==> config.mk <==
export PLATFORM = sky130hd
export DESIGN_NAME = i2c_volreg_slave
export DESIGN_NICKNAME = d
export VERILOG_FILES = /design/src/rtl/i2c_volreg_slave.sv
export SDC_FILE = /design/constraint.sdc
export NUM_CORES = 1
export LEC_CHECK = 0
export BUFFER_PORTS_ARGS = -buffer_cell sky130_fd_sc_hd__buf_4
export CAP_MARGIN = 40
export CELL_PAD_IN_SITES_DETAIL_PLACEMENT = 0
export CELL_PAD_IN_SITES_GLOBAL_PLACEMENT = 1
export CORE_ASPECT_RATIO = 1.4
export CORE_MARGIN = 5
export CORE_UTILIZATION = 41
export DETAILED_ROUTE_END_ITERATION = 8
export PLACE_DENSITY_LB_ADDON = 0.2
export SLEW_MARGIN = 20
export SYNTH_ARGS = -nofsm -noshare
export SYNTH_HDL_FRONTEND = slang
export SYNTH_SLANG_ARGS = --single-unit
==> constraint.sdc <==
create_clock -name clk -period 1.7 [get_ports clk]
set_input_delay 0.085 -clock clk [delete_from_list [all_inputs] [get_ports clk]]
set_output_delay 0.085 -clock clk [all_outputs]
set_load 0.1 [all_outputs]
==> src/rtl/i2c_volreg_slave.sv <==
module i2c_volreg_slave #(
  parameter int          NUM_VOL    = 4,
  parameter int          FILT_LEN   = 3,
  parameter logic [5:0]  ADDR_HI    = 6'b100000,
  parameter logic [7:0]  MUTE_BELOW = 8'h37
) (
  input  logic                 clk,
  input  logic                 rst_n,
  input  logic                 scl_in,
  input  logic                 sda_in,
  input  logic                 addr_strap,
  output logic                 sda_pull,
  output logic [NUM_VOL*8-1:0] vol_codes,
  output logic [NUM_VOL-1:0]   mute,
  output logic [1:0]           aux
);
  localparam int              PTR_W    = $clog2(NUM_VOL + 1);
  localparam logic [PTR_W-1:0] LAST_PTR = PTR_W'(NUM_VOL);

  typedef enum logic [1:0] {S_IDLE, S_RX, S_ACK, S_SKIP} state_t;
  typedef enum logic [1:0] {K_ADDR, K_PTR, K_DATA} kind_t;

  logic [1:0]          scl_sync, sda_sync;
  logic [FILT_LEN-1:0] scl_hist, sda_hist;
  logic                scl_f, sda_f, scl_prev, sda_prev;

  always_ff @(posedge clk or negedge rst_n) begin
    if (!rst_n) begin
      scl_sync <= '1;
      sda_sync <= '1;
      scl_hist <= '1;
      sda_hist <= '1;
      scl_f    <= 1'b1;
      sda_f    <= 1'b1;
      scl_prev <= 1'b1;
      sda_prev <= 1'b1;
    end else begin
      scl_sync <= {scl_sync[0], scl_in};
      sda_sync <= {sda_sync[0], sda_in};
      scl_hist <= {scl_hist[FILT_LEN-2:0], scl_sync[1]};
      sda_hist <= {sda_hist[FILT_LEN-2:0], sda_sync[1]};
      if (&scl_hist)       scl_f <= 1'b1;
      else if (~|scl_hist) scl_f <= 1'b0;
      if (&sda_hist)       sda_f <= 1'b1;
      else if (~|sda_hist) sda_f <= 1'b0;
      scl_prev <= scl_f;
      sda_prev <= sda_f;
    end
  end

  logic scl_rise, scl_fall, start_ev, stop_ev;
  assign scl_rise = scl_f & ~scl_prev;
  assign scl_fall = ~scl_f & scl_prev;
  assign start_ev = scl_f & scl_prev & sda_prev & ~sda_f;
  assign stop_ev  = scl_f & scl_prev & ~sda_prev & sda_f;

  state_t           state;
  kind_t            kind;
  logic [3:0]       bitcnt;
  logic [7:0]       sh;
  logic [PTR_W-1:0] ptr;
  logic             ptr_ok;
  logic             byte_done, data_wr, addr_hit;

  assign byte_done = (state == S_RX) && scl_fall && (bitcnt == 4'd8);
  assign data_wr   = byte_done && (kind == K_DATA) && ptr_ok;
  assign addr_hit  = (sh[7:1] == {ADDR_HI, addr_strap}) && !sh[0];
  assign sda_pull  = (state == S_ACK);

  always_ff @(posedge clk or negedge rst_n) begin
    if (!rst_n) begin
      state  <= S_IDLE;
      kind   <= K_ADDR;
      bitcnt <= '0;
      sh     <= '0;
      ptr    <= '0;
      ptr_ok <= 1'b0;
    end else if (start_ev) begin
      state  <= S_RX;
      kind   <= K_ADDR;
      bitcnt <= '0;
      ptr_ok <= 1'b0;
    end else if (stop_ev) begin
      state  <= S_IDLE;
      ptr_ok <= 1'b0;
    end else begin
      case (state)
        S_RX: begin
          if (scl_rise && bitcnt != 4'd8) begin
            sh     <= {sh[6:0], sda_f};
            bitcnt <= bitcnt + 4'd1;
          end else if (byte_done) begin
            case (kind)
              K_ADDR: state <= addr_hit ? S_ACK : S_SKIP;
              K_PTR: begin
                ptr    <= sh[PTR_W-1:0];
                ptr_ok <= (sh <= 8'(NUM_VOL));
                state  <= S_ACK;
              end
              default: begin
                if (ptr_ok) ptr <= (ptr == LAST_PTR) ? '0 : ptr + 1'b1;
                state <= S_ACK;
              end
            endcase
          end
        end
        S_ACK: begin
          if (scl_fall) begin
            state  <= S_RX;
            bitcnt <= '0;
            case (kind)
              K_ADDR:  kind <= K_PTR;
              default: kind <= K_DATA;
            endcase
          end
        end
        default: ;
      endcase
    end
  end

  for (genvar i = 0; i < NUM_VOL; i++) begin : g_ch
    logic [7:0] code_q;
    always_ff @(posedge clk or negedge rst_n) begin
      if (!rst_n)                                   code_q <= '0;
      else if (data_wr && ptr == PTR_W'(i))         code_q <= sh;
    end
    assign vol_codes[i*8 +: 8] = code_q;
    assign mute[i]             = (code_q < MUTE_BELOW);
  end

  always_ff @(posedge clk or negedge rst_n) begin
    if (!rst_n)                          aux <= '0;
    else if (data_wr && ptr == LAST_PTR) aux <= sh[1:0];
  end
endmodule

---- Yosys cells after proc, flatten, opt, wreduce, memory -nomap -nowiden ----
Cells that the tools add are included.
storage, ports and cells
  flip-flop bits (word level) ............. 68
  output and inout port bits .............. 39
  input bits .............................. 5
cells by class
  multiplexer cells ....................... 31
  equal/unequal tests ..................... 20
  reduce and logical (&&, ||, !) cells .... 32
  $add $sub $neg .......................... 2
  bitwise logic cells ..................... 15
  $lt $le $gt $ge ......................... 5
operators with widths
  operator                                                                          number
  8-bit by 6-bit less-than comparator with 1-bit output, second input constant      4
  2-bit 2-to-1 mux                                                                  10
  4-bit 2-to-1 mux                                                                  4
  4-bit AND reduction                                                               4
  1-bit 2-to-1 mux                                                                  12
  4-bit != test, second input constant                                              3
  3-bit nonzero test                                                                4
  1-bit logical AND                                                                 11
  3-bit AND reduction                                                               3
  8-bit by 3-bit less-or-equal comparator with 1-bit output, second input constant  1
  1-bit inverter                                                                    8
  4-bit case mux with 2 select lines                                                1
  1-bit AND                                                                         7
  7-bit == test                                                                     1
  7-bit AND reduction                                                               1
  3-bit by 2-bit == test with 1-bit output, second input constant                   2
  3-bit 2-to-1 mux                                                                  2
  2-bit != test, second input constant                                              3
  3-bit case mux with 2 select lines                                                1
  2-bit nonzero test                                                                3
  3-bit OR reduction                                                                2
  4-bit by 1-bit adder with 4-bit output, second input constant                     1
  2-bit by 1-bit == test with 1-bit output, second input constant                   2
  2-bit == test, second input constant                                              2
  other kinds (13)                                                                  13

---- Logic depth before layout (Yosys ltp) ----
  depth in word-level cells ............... 9
  depth in mapped cells ................... 6
  depth with buffers taken out ............ 6

---- Worst setup path after synthesis ----
Ideal clock, no wire load.
  kind .................................... reg2out
  start ................................... register g_ch[0].code_q[1]
  end ..................................... output mute[0]
  arrival time ............................ 3.480 ns
  cell stages (with the launch flop) ...... 3
  slack ................................... -1.865 ns
  path through ............................ dfrtp_1 a31o_2 a311oi_1
on the way
  longest elaborated chain between the ends .. 1
ends and longest elaborated chain
  element                                                line  text
  start: declaration                                     123   logic [7:0] code_q;
  start signal: assignment                               126   else if (data_wr && ptr == PTR_W'(i)) code_q <= sh;
  8-bit by 6-bit less-than comparator with 1-bit output  129   assign mute[i] = (code_q < MUTE_BELOW);
  end: declaration                                       14    output logic [NUM_VOL-1:0] mute,
Every way passes these cells.

---- Final worst setup path ----
  start ................................... register bitcnt[1]
  end ..................................... register g_ch[0].code_q[6]
on the way
  longest elaborated chain between the ends .. 5
ends and longest elaborated chain
  element                         line  text
  start: declaration              59    logic [3:0] bitcnt;
  start signal: assignment        91    bitcnt <= bitcnt + 4'd1;
  4-bit == test                   65    assign byte_done = (state == S_RX) && scl_fall && (bitcnt == 4'd8);
  1-bit logical AND               65
  1-bit logical AND (2 in a row)  66    assign data_wr = byte_done && (kind == K_DATA) && ptr_ok;
  1-bit logical AND               126
Every way passes these cells.
A chain may end at the register's enable or synchronous reset.

==> impl_metrics.csv <==
group,metric,value,unit
pwr,powerDensity,972.3,nW/µm²
floorplan,dieArea,8859,µm²
drt,vias,2013,
cts,cts_buffers,9,
cells_and_area,finalCoreUtilization,0.6180,
cts,htree_levels,3,
logic_synthesis,synth.area.top_cells,"dfrtp_1 47%, mux2_2 18%, dfstp_2 13%",
placement,post_dp_cell_area,3860,µm²
global_routing,grt_start_max_net_pins,63,
cts,clk_latency,0.34,ns
floorplan,io_pins,44,
floorplan,core,6937,µm²
job,maxCapViolCount,0,
drt,postRouteAntennaNets,0,
pwr,peakVddDrop,0.0007855,V
timing,fmax,549.4,MHz
worst_setup_path,critPathCaptureType,"register",
logic_synthesis,synth_area,2893,µm²
worst_setup_path,r2r_slack,-0.12,ns
placement,pre_cts_ws,-0.1515,ns
placement,hpwl,4627,µm
worst_setup_path,crit_start,"bitcnt[1]$_DFFE_PN0P_",
drt,route.detailed.drc,0,
cts,clockBufferDepth,2,
logic_synthesis,synthSimpleGateAreaFrac,0.1125,
cells_and_area,drive_above_1_share,0.6720,
worst_setup_path,rr_endpoint,"g_ch[0].code_q[6]$_DFFE_PN0P_",
drt,wirelength,6398,µm
cts,clock_sinks,68,
logic_synthesis,synth_top_area_frac,0.4671,
drt,wl_per_cell,15.76,µm
worst_setup_path,crit_chain,"inv_2 > ha_4 > and3b_2 > nand3_4 > nor3b_4 > buf_6 > mux2_4",
global_routing,antenna_found_initial,0,
worst_setup_path,critPathLaunchType,"register",
logic_synthesis,post-synth-top-area-cell,"dfrtp_1",
worst_setup_path,regToRegStartpoint,"bitcnt[1]$_DFFE_PN0P_",
worst_setup_path,critPathCapture,"g_ch[0].code_q[6]$_DFFE_PN0P_",
pwr,pwr-share-comb,0.219,
pwr,p_int,2.929,mW
logic_synthesis,synth-compound-area-share,0.05796,
logic_synthesis,postSynthRegisterBits,68,
timing,finalHoldViolCount,0,
placement,io_buffer_count,43,
logic_synthesis,yosysSeqAreaShare,0.5943,
floorplan,start_util,0.4170,
cells_and_area,instances_no_fill,406,
global_routing,grt_usage,0.1604,
global_routing,grt_first_pass_wirelength,10630,µm
global_routing,overflow,0,
worst_setup_path,criticalPathCategory,"register to register",
floorplan,dieHeight,109.4,µm
worst_hold_path,hold_path_class,"input pin to async pin",
cells_and_area,layout_common_cells,"73 x buf_4, 30 x dfrtp_1, 25 x mux2_4",
timing,worst_slack,-0.1203,ns
logic_synthesis,synth_fa_ha_area_frac,0.03028,
drt,viasPerCell,4.958,
pwr,power.leakage,1.986,nW
cells_and_area,syn_to_final_growth,48.18,%
worst_setup_path,critPathSlowestCell,"dfrtp_1",
pwr,p_sw,1.239,mW
run_status,status,"finished with violations",
worst_setup_path,cp.arrival,2.04,ns
cells_and_area,num-fill-cells,571,
pwr,power.share.clock,0.330,
cts,cts_tree,"built",
logic_synthesis,yosysWarnings,0,
logic_synthesis,synth_xor_area_frac,0.01211,
timing,clock_skew,0.007137,ns
timing,fin_setup_tns,-2.166,ns
drt,drt-initial-drc-count,45,
logic_synthesis,synth_cells,211,
logic_synthesis,synth_top_family_by_area,"multiplexers",
timing,slew_viol_final,0,
timing,setup_viol,35,
floorplan,die_w,80.99,µm
pwr,p_seq_frac,0.451,
logic_synthesis,synthMuxAreaShare,0.1786,
logic_synthesis,synth_fp_nets,223,
floorplan,std_cell_rows,36,
pwr,switching_share,0.2972,
timing,fin_crit_sh,1.071,
cells_and_area,num_antenna_cells,0,
placement,gp_congestion,0.7206,
cells_and_area,final_common_cell,"buf_4",
cells_and_area,nNetsFinal,318,
run_status,violations,"setup timing",
global_routing,grt_pass1_vias,2173,
worst_setup_path,r2r_cells,7,
worst_setup_path,max_stage_delay,0.39,ns
pwr,power,4.168,mW
cts,clk_pin_slew_worst_paths,0.08,ns
timing,max-slew-margin-rel,0.6909,
drt,dr.pass1.iters,4,
timing,tightestPinTransition,0.4594,ns
placement,dp_cells,378,
worst_setup_path,required,1.92,ns
timing,whs,0.08388,ns
logic_synthesis,postSynthAreaPerCell,13.71,µm²
timing,finalWorstPathRequiredPeriod,1.820,ns
cells_and_area,fin_area,4287,µm²
worst_setup_path,cp_max_fo,4,
logic_synthesis,ys_types,32,
cts,root_buffer,"clkbuf_8",
timing,rsz0062_at_grt,"yes",
layout make-up:
cell class / count / area (µm²) / share of cell area
Multi-Input combinational cell: 132 / 1366 / 0.3187
Inverter: 7 / 26.28 / 0.006130
Tap cell: 95 / 118.9 / 0.02773
Clock buffer: 9 / 123.9 / 0.02890
Timing Repair Buffer: 88 / 799.5 / 0.1865
Sequential cell: 68 / 1769 / 0.4127
Clock inverter: 7 / 82.58 / 0.01926
worst min-delay path by stage:
stage               cells after the start  slack [ns]  startpoint                       endpoint
finish                                  2        0.08       rst_n  g_ch[0].code_q[3]$_DFFE_PN0P_
global route                            2        0.06       rst_n  g_ch[0].code_q[3]$_DFFE_PN0P_
CTS                                     5        0.22  addr_strap           state[0]$_DFFE_PN0P_
detailed placement                      1        0.19      sda_in          sda_sync[0]$_DFF_PN1_
global placement                        1        0.19      scl_in          scl_sync[0]$_DFF_PN1_
floorplan                               0       -0.21       rst_n             aux[0]$_DFFE_PN0P_
per-layer routing:
metal  vias up  track usage  part of all wire
met2        36       0.2920              0.55
met1      1023       0.1791              0.40
met5         -            0                 0
met3         5      0.04590             0.034
li1        949            -                 -
met4         0      0.04710            0.0094
sequential cells by signal, summed over array words and instances (netlist names), 2 cells and up:
signal       flops
ptr              3
sh               8
scl_sync         2
bitcnt           4
kind             2
sda_sync         2
aux              2
scl_hist         3
g_ch.code_q     32
sda_hist         3
state            2
kinds of logic (layout without fill, tap and decap cells):
group | Yosys count | after routing
flip-flops | 68 | 68
adder cells (fa/ha/maj) | 7 | 7
buffers and inverters | 11 | 111
AO/OA/AOI/OAI | 27 | 27
AND/OR/NAND/NOR | 48 | 48
multiplexers | 46 | 46
XOR/XNOR | 4 | 4
synthesized netlist by cell type:
cell      instances
and3_1            1
nand2b_1          2
mux2_2           45
a311oi_1          4
ha_1              7
nand4_1           3
nor2_1            8
and3b_1           2
o21ai_1           1
nand2_1          11
or2_2             1
clkbuf_1          4
inv_1             7
and4bb_2          3
nor3b_4           3
a21oi_1           5
nand3_4           1
nor4_1            1
and4b_1           1
nor2b_1           2
nand3b_1          2
xor2_1            3
dfstp_2          14
a21o_1            1
nand3_1           4
mux2i_1           1
o21ai_0          12
nor3_1            2
dfrtp_1          54
or4_1             1
xnor2_1           1
a31o_2            4
critical path: cells and delay by family, from the launching register on:
family | cells | cell delay [ns]
simple gates | 3 | 0.62
flops | 1 | 0.39
mux | 1 | 0.29
buf+inv | 2 | 0.26
fa+ha+maj | 1 | 0.13
power groups by stage:
stage               clock (mW)  sequential (mW)  combinational (mW)
finish                    1.38             1.88               0.912
global route              1.50             1.90               0.996
floorplan                    0             1.94               0.307
global placement             0             1.91               0.801
detailed placement           0             1.91               0.816
CTS                       1.42             1.88               0.910
timing repair:
action | in CTS | in global routing
endpoints found under the hold margin | 56 | 0
setup endpoints to repair | 40 | 42
resized for setup | 21 | 5
pin swaps | 11 | 5
setup buffers | 7 | 1
hold buffers | 3 | 0
(Power assumes the default switching activity.)
